### config.mk
export PLATFORM = sky130hd
export DESIGN_NAME = vc_victim_buf
export DESIGN_NICKNAME = d
export VERILOG_FILES = /design/src/rtl/vc_pkg.sv /design/src/rtl/vc_cam_match.sv /design/src/rtl/vc_age_track.sv /design/src/rtl/vc_oldest_pick.sv /design/src/rtl/vc_victim_buf.sv
export SDC_FILE = /design/constraint.sdc
export NUM_CORES = 2
export LEC_CHECK = 0
export BUFFER_PORTS_ARGS = -buffer_cell sky130_fd_sc_hd__buf_4
export CORE_ASPECT_RATIO = 1.4
export CORE_MARGIN = 5
export CORE_UTILIZATION = 59
export CTS_CLUSTER_SIZE = 8
export DETAILED_ROUTE_END_ITERATION = 6
export PLACE_DENSITY = 0.8
export SLEW_MARGIN = 20
export SYNTH_ARGS = -nofsm -noshare
export SYNTH_HDL_FRONTEND = slang
export SYNTH_HIERARCHICAL = 1
export SYNTH_SLANG_ARGS = --single-unit
### constraint.sdc
create_clock -name clk -period 27.8 [get_ports clk]
set_input_delay 1.39 -clock clk [delete_from_list [all_inputs] [get_ports clk]]
set_output_delay 1.39 -clock clk [all_outputs]
set_load 0.01 [all_outputs]
### src/rtl/vc_pkg.sv
package vc_pkg;
   // keeps only the lowest set bit of a vector up to 32 bits wide
   function automatic logic [31:0] lowest_set(logic [31:0] v);
      return v & (~v + 32'd1);
   endfunction

   // index of the set bit of a one-hot vector (0 when empty)
   function automatic int unsigned oh_index(logic [31:0] v);
      int unsigned idx;
      idx = 0;
      for (int i = 0; i < 32; i++)
         if (v[i]) idx = idx | i;
      return idx;
   endfunction
endpackage

### src/rtl/vc_cam_match.sv
module vc_cam_match #(
   parameter int ENTRIES = 6,
   parameter int KEY_W   = 27
) (
   input  logic                 en,
   input  logic [KEY_W-1:0]     key,
   input  logic [KEY_W-1:0]     tags [ENTRIES],
   input  logic [ENTRIES-1:0]   live,
   output logic [ENTRIES-1:0]   hit_oh
);
   for (genvar i = 0; i < ENTRIES; i++) begin : g_cmp
      assign hit_oh[i] = en && live[i] && (tags[i] == key);
   end
endmodule

### src/rtl/vc_age_track.sv
module vc_age_track #(
   parameter int ENTRIES = 6
) (
   input  logic                            clk,
   input  logic                            rst,
   input  logic                            upd,
   input  logic [ENTRIES-1:0]              upd_oh,
   output logic [ENTRIES-1:0][ENTRIES-1:0] older
);
   // older[i][j] = 1 when slot i was written before slot j
   always_ff @(posedge clk) begin
      if (rst) begin
         older <= '0;
      end else if (upd) begin
         for (int k = 0; k < ENTRIES; k++) begin
            if (upd_oh[k]) begin
               for (int j = 0; j < ENTRIES; j++) begin
                  if (j != k) begin
                     older[k][j] <= 1'b0;
                     older[j][k] <= 1'b1;
                  end
               end
            end
         end
      end
   end

   a_r4_age_antisym: assert property (@(posedge clk) disable iff (rst)
      !(older[0][1] && older[1][0]));
endmodule

### src/rtl/vc_oldest_pick.sv
module vc_oldest_pick import vc_pkg::*; #(
   parameter int ENTRIES = 6
) (
   input  logic [ENTRIES-1:0][ENTRIES-1:0] older,
   input  logic [ENTRIES-1:0]              cand,
   output logic [ENTRIES-1:0]              pick_oh
);
   logic [ENTRIES-1:0] blocked;
   logic [ENTRIES-1:0] raw;

   always_comb begin
      for (int i = 0; i < ENTRIES; i++) begin
         blocked[i] = 1'b0;
         for (int j = 0; j < ENTRIES; j++)
            if (j != i && cand[j] && older[j][i]) blocked[i] = 1'b1;
         raw[i] = cand[i] && !blocked[i];
      end
      pick_oh = ENTRIES'(lowest_set(32'(raw)));
   end
endmodule

### src/rtl/vc_victim_buf.sv
module vc_victim_buf import vc_pkg::*; #(
   parameter int ENTRIES     = 6,
   parameter int LINE_ADDR_W = 27,
   parameter int LINE_BYTES  = 32,
   localparam int DATA_W     = LINE_BYTES * 8,
   localparam int IDX_W      = $clog2(ENTRIES)
) (
   input  logic                   clk,
   input  logic                   rst,
   input  logic                   ins_valid,
   output logic                   ins_ready,
   input  logic [LINE_ADDR_W-1:0] ins_addr,
   input  logic [DATA_W-1:0]      ins_data,
   input  logic                   ins_dirty,
   input  logic                   lk_valid,
   input  logic [LINE_ADDR_W-1:0] lk_addr,
   output logic                   lk_hit,
   output logic [DATA_W-1:0]      lk_data,
   output logic                   lk_dirty,
   output logic                   wb_req,
   output logic [LINE_ADDR_W-1:0] wb_addr,
   output logic [DATA_W-1:0]      wb_data,
   input  logic                   wb_ack
);
   if (ENTRIES < 2 || ENTRIES > 32) begin : g_bad_entries
      $error("vc_victim_buf: ENTRIES must lie in 2..32");
   end
   if (LINE_BYTES < 1 || LINE_ADDR_W < 1) begin : g_bad_line
      $error("vc_victim_buf: line geometry must be positive");
   end

   // entry state
   logic [ENTRIES-1:0]     valid_q, dirty_q, gone_q;
   logic [LINE_ADDR_W-1:0] tag_q  [ENTRIES];
   logic [DATA_W-1:0]      line_q [ENTRIES];

   // write-back engine state
   logic                   wb_req_q, wb_stale_q;
   logic [IDX_W-1:0]       wb_idx_q;
   logic [LINE_ADDR_W-1:0] wb_addr_q;
   logic [DATA_W-1:0]      wb_data_q;

   logic [ENTRIES-1:0] visible, clean, free_v, free_oh;
   logic [ENTRIES-1:0] lk_oh, ins_oh, alloc_oh, old_clean_oh;
   logic [ENTRIES-1:0] wb_cand, old_dirty_oh;
   logic [ENTRIES-1:0][ENTRIES-1:0] older;
   logic               ins_do;
   logic [IDX_W-1:0]   pick_idx;

   assign visible = valid_q & ~gone_q;
   assign clean   = visible & ~dirty_q;
   assign free_v  = ~valid_q;
   assign free_oh = ENTRIES'(lowest_set(32'(free_v)));

   assign ins_ready = (|free_v) || (|clean);
   assign ins_do    = ins_valid && ins_ready;

   vc_cam_match #(.ENTRIES(ENTRIES), .KEY_W(LINE_ADDR_W)) u_lk_cam (
      .en(lk_valid), .key(lk_addr), .tags(tag_q), .live(visible), .hit_oh(lk_oh));

   vc_cam_match #(.ENTRIES(ENTRIES), .KEY_W(LINE_ADDR_W)) u_ins_cam (
      .en(ins_valid), .key(ins_addr), .tags(tag_q), .live(visible), .hit_oh(ins_oh));

   vc_age_track #(.ENTRIES(ENTRIES)) u_age (
      .clk(clk), .rst(rst), .upd(ins_do), .upd_oh(alloc_oh), .older(older));

   vc_oldest_pick #(.ENTRIES(ENTRIES)) u_pick_clean (
      .older(older), .cand(clean), .pick_oh(old_clean_oh));

   // slot choice: same address, then a free slot, then the oldest clean entry
   always_comb begin
      if (|ins_oh)      alloc_oh = ins_oh;
      else if (|free_v) alloc_oh = free_oh;
      else              alloc_oh = old_clean_oh;
   end

   // write-back candidates skip entries touched by this cycle's hit or insert
   assign wb_cand = visible & dirty_q & ~lk_oh & (ins_do ? ~alloc_oh : {ENTRIES{1'b1}});

   vc_oldest_pick #(.ENTRIES(ENTRIES)) u_pick_dirty (
      .older(older), .cand(wb_cand), .pick_oh(old_dirty_oh));

   assign pick_idx = IDX_W'(oh_index(32'(old_dirty_oh)));

   // lookup return path, zero wait
   always_comb begin
      lk_data  = '0;
      lk_dirty = 1'b0;
      for (int i = 0; i < ENTRIES; i++) begin
         if (lk_oh[i]) begin
            lk_data  = lk_data | line_q[i];
            lk_dirty = lk_dirty | dirty_q[i];
         end
      end
   end
   assign lk_hit = |lk_oh;

   always_ff @(posedge clk) begin
      if (rst) begin
         valid_q    <= '0;
         dirty_q    <= '0;
         gone_q     <= '0;
         wb_req_q   <= 1'b0;
         wb_stale_q <= 1'b0;
         wb_idx_q   <= '0;
      end else begin
         // write-back engine
         if (wb_req_q && wb_ack) begin
            wb_req_q <= 1'b0;
            if (!wb_stale_q) dirty_q[wb_idx_q] <= 1'b0;
            if (gone_q[wb_idx_q]) begin
               valid_q[wb_idx_q] <= 1'b0;
               gone_q[wb_idx_q]  <= 1'b0;
            end
         end else if (!wb_req_q && (|wb_cand)) begin
            wb_req_q   <= 1'b1;
            wb_stale_q <= 1'b0;
            wb_idx_q   <= pick_idx;
            wb_addr_q  <= tag_q[pick_idx];
            wb_data_q  <= line_q[pick_idx];
         end
         if (wb_req_q && !wb_ack && ins_do && alloc_oh[wb_idx_q])
            wb_stale_q <= 1'b1;

         // lookup hit hands the line back
         for (int i = 0; i < ENTRIES; i++) begin
            if (lk_oh[i]) begin
               if (wb_req_q && !wb_ack && wb_idx_q == IDX_W'(i)) gone_q[i] <= 1'b1;
               else                                               valid_q[i] <= 1'b0;
            end
         end

         // insert, last so it wins over a same-cycle release
         if (ins_do) begin
            for (int i = 0; i < ENTRIES; i++) begin
               if (alloc_oh[i]) begin
                  valid_q[i] <= 1'b1;
                  gone_q[i]  <= 1'b0;
                  dirty_q[i] <= ins_dirty | ((|ins_oh) & dirty_q[i]);
                  tag_q[i]   <= ins_addr;
                  line_q[i]  <= ins_data;
               end
            end
         end
      end
   end

   assign wb_req  = wb_req_q;
   assign wb_addr = wb_addr_q;
   assign wb_data = wb_data_q;

   // request payload held until acknowledged
   a_r5_wb_hold: assert property (@(posedge clk) disable iff (rst)
      wb_req && !wb_ack |=> wb_req && $stable(wb_addr) && $stable(wb_data));

   // acknowledge ends the request
   a_r5_ack_ends: assert property (@(posedge clk) disable iff (rst)
      wb_req && wb_ack |=> !wb_req);

   // a request always targets a live, modified entry
   a_r9_wb_target_dirty: assert property (@(posedge clk) disable iff (rst)
      wb_req |-> valid_q[wb_idx_q] && dirty_q[wb_idx_q]);

   // never two live entries with the lookup address
   a_r8_unique_tag: assert property (@(posedge clk) disable iff (rst)
      lk_valid |-> $countones(lk_oh) <= 1);

   // a handed-back entry is only held for the write in flight
   a_r7_gone_pending: assert property (@(posedge clk) disable iff (rst)
      (|gone_q) |-> wb_req && gone_q[wb_idx_q] && $onehot0(gone_q));
endmodule

After elaboration in Yosys (flattened, before gate mapping)
Memories as Yosys holds them, arrays and structs flattened. A register that Yosys moved wholly into a read port is not among the register bits.
Index checks and enable logic that the tools add are counted.
- add/subtract/negate cells: 3
- order comparisons: 3
- equal/unequal tests: 18
- multiplexer cells: 196
- bitwise gates (word level): 45
- reductions and logical operators: 171
- operator list (kind ; count):
    2-to-1 mux 256 bit ; 6
    bitwise OR 256 bit ; 5
    equality test 27 bit ; 12
    2-to-1 mux 1 bit ; 160
    logical AND 1 bit ; 109
    2-to-1 mux 6 bit ; 14
    binary-select mux 27 bit (select 3 bit) ; 1
    AND 6 bit ; 11
    2-to-1 mux 27 bit ; 2
    inverter 6 bit ; 9
    AND reduction 2 bit ; 17
    nonzero test 2 bit ; 16
    OR reduction 6 bit ; 5
    AND reduction 3 bit ; 7
    adder 6 x 1 -> 6 bit (second input constant) ; 3
    logical NOT 1 bit ; 14
    2-to-1 mux 3 bit ; 4
    bitwise OR 1 bit ; 11
    2-to-1 mux 2 bit ; 4
    2-to-1 mux 4 bit ; 2
    AND 1 bit ; 6
    binary-select mux 1 bit (select 3 bit) ; 2
    equality test 3 x 2 -> 1 bit (second input constant) ; 2
    equality test 3 bit (second input constant) ; 2
    11 further kinds ; 12
- bits in registers: 242
- memory bits (writable): 1536
- input bits: 316
- output and inout port bits: 543
- memories: 1
- memories (memory ; depth ; width ; read ports ; clocked after Yosys merged registers in ; wr ports ; line ; text):
    line_q ; 6 ; 256 ; 7 ; 1 ; 6 ; vc_victim_buf.sv:35 ; logic [DATA_W-1:0] line_q [ENTRIES];

Logic depth before layout (Yosys ltp)
- word-level depth: 39
- gate-level depth with buffers: 23
- depth with buffers taken out: 19

Modules after synthesis
The synthesis kept the hierarchy.
- modules (own cells, without submodules) (module ; instances ; cells each ; area an instance (um2) ; sequential area each (um2)):
    vc_victim_buf ; 1 ; 4992 ; 81139.1 ; 59947.5
    vc_cam_match ; 2 ; 249 ; 2100.8 ; 0.0
    vc_age_track ; 1 ; 104 ; 1158.6 ; 600.6
    vc_oldest_pick ; 2 ; 32 ; 209.0 ; 0.0

Worst setup path after synthesis
OpenSTA, ideal clock, no wires.
- kind: input-to-reg
- start point: input ins_addr[21]
- end point: memory line_q[2][0] in the netlist's numbering, enable pin
- setup time: 1.186 ns
- arrival time: 20.241 ns
- path slack: 6.373 ns
- cell stages on the path: 9
- cell sequence: buf_2 -> xor2_1 -> nor4_1 -> nand4_1 -> nor4_2 -> or4_4 -> a2111oi_4 -> nor2_1 -> nor3_1
- RTL lines (element ; line ; text):
    start: declaration ; vc_victim_buf.sv:12 ; input logic [LINE_ADDR_W-1:0] ins_addr,
    end: declaration ; vc_victim_buf.sv:35 ;

Worst setup path in the final report
- start point: input ins_addr[22]
- end point: register wb_data_q[115] (netlist: wb_data[115]), read port of line_q, data pin
- RTL lines (element ; line ; text):
    equality test 27 bit * ; vc_cam_match.sv:12 ; assign hit_oh[i] = en && live[i] && (tags[i] == key);
    logical AND 1 bit * ; vc_cam_match.sv:12 ;
    named net ins_oh[1] ; vc_victim_buf.sv:44 ; logic [ENTRIES-1:0] lk_oh, ins_oh, alloc_oh, old_clean_oh;
    OR reduction 6 bit * ; vc_victim_buf.sv:72 ; if (|ins_oh) alloc_oh = ins_oh;
    2-to-1 mux 6 bit * ; vc_victim_buf.sv:72 ;
    inverter 6 bit * ; vc_victim_buf.sv:78 ; assign wb_cand = visible & dirty_q & ~lk_oh & (ins_do ? ~alloc_oh : {ENTRIES{1'b1}});
    2-to-1 mux 6 bit * ; vc_victim_buf.sv:78 ;
    AND 6 bit * ; vc_victim_buf.sv:78 ;
    named net wb_cand[4] ; vc_victim_buf.sv:45 ; logic [ENTRIES-1:0] wb_cand, old_dirty_oh;
    [1 not listed] ; n/a ;
    2-to-1 mux 1 bit (2 in a row) ; vc_oldest_pick.sv:15 ; if (j != i && cand[j] && older[j][i]) blocked[i] = 1'b1;
    logical NOT 1 bit ; vc_oldest_pick.sv:16 ; raw[i] = cand[i] && !blocked[i];
    logical AND 1 bit ; vc_oldest_pick.sv:16 ;
    inverter 6 bit ; vc_pkg.sv:4 ; return v & (~v + 32'd1);
    adder 6 x 1 -> 6 bit ; vc_pkg.sv:4 ;
    AND 6 bit * ; vc_pkg.sv:4 ;
    named net old_dirty_oh[5] ; vc_victim_buf.sv:45 ;
    2-to-1 mux 3 bit * ; vc_pkg.sv:12 ; if (v[i]) idx = idx | i;
    end: declaration ; vc_victim_buf.sv:41 ; logic [DATA_W-1:0] wb_data_q;
The timed path passes the listed nets; every way through them passes the cells marked *.
A chain may end at the register's enable or synchronous reset.

==> results summary <==
At the worst endpoint, the arrival time is 9780 ps. The source of the worst hold timing path is u_age/older[29]$_SDFFE_PP0P_. The run finished, with violations left.

The quantity of I/O buffers inserted on ports is 858. After detailed routing, the number of remaining DRC violations is 6. The total met2 wirelength after detailed routing is 138000 um. Signal routing reaches up to met5.

Counting every instance in the synthesized netlist gives 5651. The tightest min-delay check is of the flip-flop to flip-flop type. The number of nets in the synthesized netlist is 5967. The number of cells on the worst reg-to-reg path is 21. The signal on the critical path passes through buf_4, xor2_1, nor4_1, nand4_1, nor4_2, or4_4, nor3_2, a31oi_1, nor2_1, nor2_1, a22o_1, a221oi_2, nand4_1, nor2_1, nor3_2, buf_4, buf_4, buf_4, buf_4, mux4_2, nor2_1, a31oi_1. The final layout contains routed wiring with a total length of 289000 um.

The final reports fail on DRC. The end-of-flow core utilization is 70.4%. The number of placed instances, taps included came out at 8114.

The number of clock buffers added by TritonCTS is 304. For this design, the slowest cell found on the critical path is sky130_fd_sc_hd__buf_4. The effective utilization at floorplan came out at 59.4%. IR analysis of the VDD net gives a maximum drop of 0.0673 mV.

The post-CTS setup buffer count came out at 0. The global-route wire length before repair is 411000 um. The worst path required time is 28390 ps. The core footprint came out at 0.146 sq mm.

The number of antenna violations at the first check in global routing came out at 73. The met3 routed wirelength is 43500 um. The most frequent cell on the critical path is sky130_fd_sc_hd__buf_4. The clock tree from TritonCTS is built. Cells with a size suffix above 1 make up 25.2% of the layout. The worst pin sits at a relative slew slack of 17.6%. A synthesized cell averages 15.4 sq um. Grouping stages by cell kind, the critical path spends the most delay in buffers and inverters. The total negative setup slack is 0 ps. The average routed wire per standard cell is 33.9 um.

Routability-driven placement finished with a final weighted congestion of 0.988. Summing every instance area after synthesis gives 0.0869 sq mm. Dividing total power by cell area gives a power density of 66.3 mW/mm^2. The kind of start point of the critical path is a primary input. The count of final max-slew check failures came out at 0. The overall overflow remaining after global route is 0. The hold-critical path endpoint is u_age/older[29]$_SDFFE_PP0P_. The number of hold buffers added after CTS was 0. The clock edge transition at the registers on the reported setup and hold paths is 50 ps. STA classifies the critical path endpoint as a flip-flop. The delay contributed by the slowest stage of the critical path is 880 ps. The standard-cell row count came out at 166. Measured along the x axis, the die boundary spans 334 um.

The die height is 464 um. The worst-skew pair later-pin latency came out at 930 ps. The net count reported at finish is 6805. The critical path contains buffers and inverters numbering 5 combined. The worst slack on hold paths came out at 496 ps.

The total half-perimeter wirelength after legalization and detailed placement came out at 173000 um. The clock passes through at most 4 buffers. The number of global-route vias before repair came out at 59.5k. The root buffer cell is sky130_fd_sc_hd__clkbuf_16. The setup-violating endpoint count in the final report came out at 0.

The critical path is of the primary input to flip-flop type. The largest fanout on the critical path came out at 59. The number of sinks on the clock net is 2034.

In this run the number of H-tree levels came out at 5. The total die area came out at 0.155 sq mm. The worst hold path cell count came out at 2. The achievable clock frequency came out at 109 MHz. The number of warnings printed during yosys synthesis came out at 6. The path length in cells of the critical path is 22. The transition at the pin with the smallest max-transition slack came out at 1240 ps. Entering global routing, the biggest net connects 201 pins.

The hold violation count in the final report is 0. The final non-filler cell total came out at 8510. The final cycle utilization of the critical path came out at 33.0%.

The initial detailed-routing violation count came out at 8540. The global-route usage over all layers is 36.0%. The number of gates resized after cts came out at 0. The layout overhead on the synthesized area is 18.4%.

Setup repair after global routing left no endpoint under its margin. The I/O pin count is 859. The detailed-route via count came out at 59.8k. The endpoint of the worst-slack reg-to-reg timing path is wb_data[115]$_DFFE_PP_. For this design the static power due to leakage is 0.0358 uW.

The worst register-to-register path begins at tag_q[117]$_DFFE_PP_. The number of nets with antenna violations after detailed routing came out at 0. The shortest clock period the worst path allows after layout is 9190 ps. Setup slack on the worst reg-to-reg path comes out at 18890 ps. The worst clock skew is 73.8 ps. The first TritonRoute pass finished after 7 iterations. Using the TritonRoute via totals, the vias-per-cell ratio works out to 7.02. The detailed-routing wirelength on met1 is 89800 um. The tool flagged a number of max-cap violations equal to 0.
-- sequential cells by signal (all words and copies together), names as in the netlist --
name	cells
line_q	1536
wb_data	256
tag_q	162
u_age/older	30
wb_addr	27
dirty_q	6
gone_q	6
valid_q	6
wb_idx_q	3
wb_req	1
wb_stale_q	1
-- worst max path at each step --
stage / from / endpoint / slack, ps
after CTS: ins_addr[22] / wb_data[61]$_DFFE_PP_ / 18750
after global placement: ins_addr[22] / wb_data[110]$_DFFE_PP_ / 18120
after global routing: ins_addr[22] / wb_data[115]$_DFFE_PP_ / 18170
final: ins_addr[22] / wb_data[115]$_DFFE_PP_ / 18610
after detailed placement: ins_addr[22] / wb_data[96]$_DFFE_PP_ / 17920
after floorplan: ins_addr[21] / line_q[2][0]$_DFFE_PP_ / 6370
-- through the flow --
step / setup WS (ps) / area, sq um / total power (uW)
2_1_floorplan: 6370 / 86900 / 3610
6_report: 18610 / 103000 / 6820
4_1_cts: 18750 / 103000 / 6830
3_5_place_dp: 17920 / 94800 / 3700
5_1_grt: 18170 / 103000 / 6990
3_3_place_gp: 18120 / 94700 / 3690
-- where the power goes --
part	internal, uW	switching [uW]
sequential	3410	22.4
clock	1950	1220
combinational	85.4	130
-- metal layers --
layer,GRT usage [%],vias to the layer above
li1,-,24100
met1,43.5,29600
met2,57.0,5071
met3,13.6,883
met4,18.6,44
met5,0,-
-- cell usage in the layout, fill, tap and decap left out, types with 6 or more instances in the layout --
master                      count
sky130_fd_sc_hd__edfxtp_1    1981
sky130_fd_sc_hd__buf_4        947
sky130_fd_sc_hd__a22oi_1      794
sky130_fd_sc_hd__nand2_1      580
sky130_fd_sc_hd__clkbuf_16    309
sky130_fd_sc_hd__nor2_1       295
sky130_fd_sc_hd__mux4_2       283
sky130_fd_sc_hd__nand3_1      266
sky130_fd_sc_hd__a31oi_1      262
sky130_fd_sc_hd__xor2_1       180
sky130_fd_sc_hd__xnor2_1      144
sky130_fd_sc_hd__nand4_1       63
sky130_fd_sc_hd__diode_2       53
sky130_fd_sc_hd__dfxtp_1       53
sky130_fd_sc_hd__nor4_1        41
sky130_fd_sc_hd__o21ai_0       34
sky130_fd_sc_hd__mux2i_1       29
sky130_fd_sc_hd__clkbuf_1      22
sky130_fd_sc_hd__nand2b_1      17
sky130_fd_sc_hd__inv_1         16
sky130_fd_sc_hd__o21a_1        14
sky130_fd_sc_hd__nor4_2        14
sky130_fd_sc_hd__nor3_2        13
sky130_fd_sc_hd__a21oi_1       13
sky130_fd_sc_hd__buf_12        12
sky130_fd_sc_hd__nor3_1        10
sky130_fd_sc_hd__nor2b_1        9
sky130_fd_sc_hd__o22ai_1        8
sky130_fd_sc_hd__and2_1         8
sky130_fd_sc_hd__inv_6          6
sky130_fd_sc_hd__nor4_4         6
-- worst min-delay path: stages, from the launching register on --
cell and delay [ps]:
sky130_fd_sc_hd__dfxtp_1 320, sky130_fd_sc_hd__nand2b_1 80, sky130_fd_sc_hd__o21ai_1 50
-- area by class of cell --
class | count | area, sq um
fill | 8996 | 43300
inverter | 16 | 60.1
multi-input combinational | 3173 | 24400
tap | 1932 | 2420
sequential | 2034 | 60500
clock inverter | 10 | 109
clock buffer | 332 | 7830
antenna | 53 | 133
timing repair buffer | 960 | 7380
No activity file was read; power rests on OpenSTA's default activity.
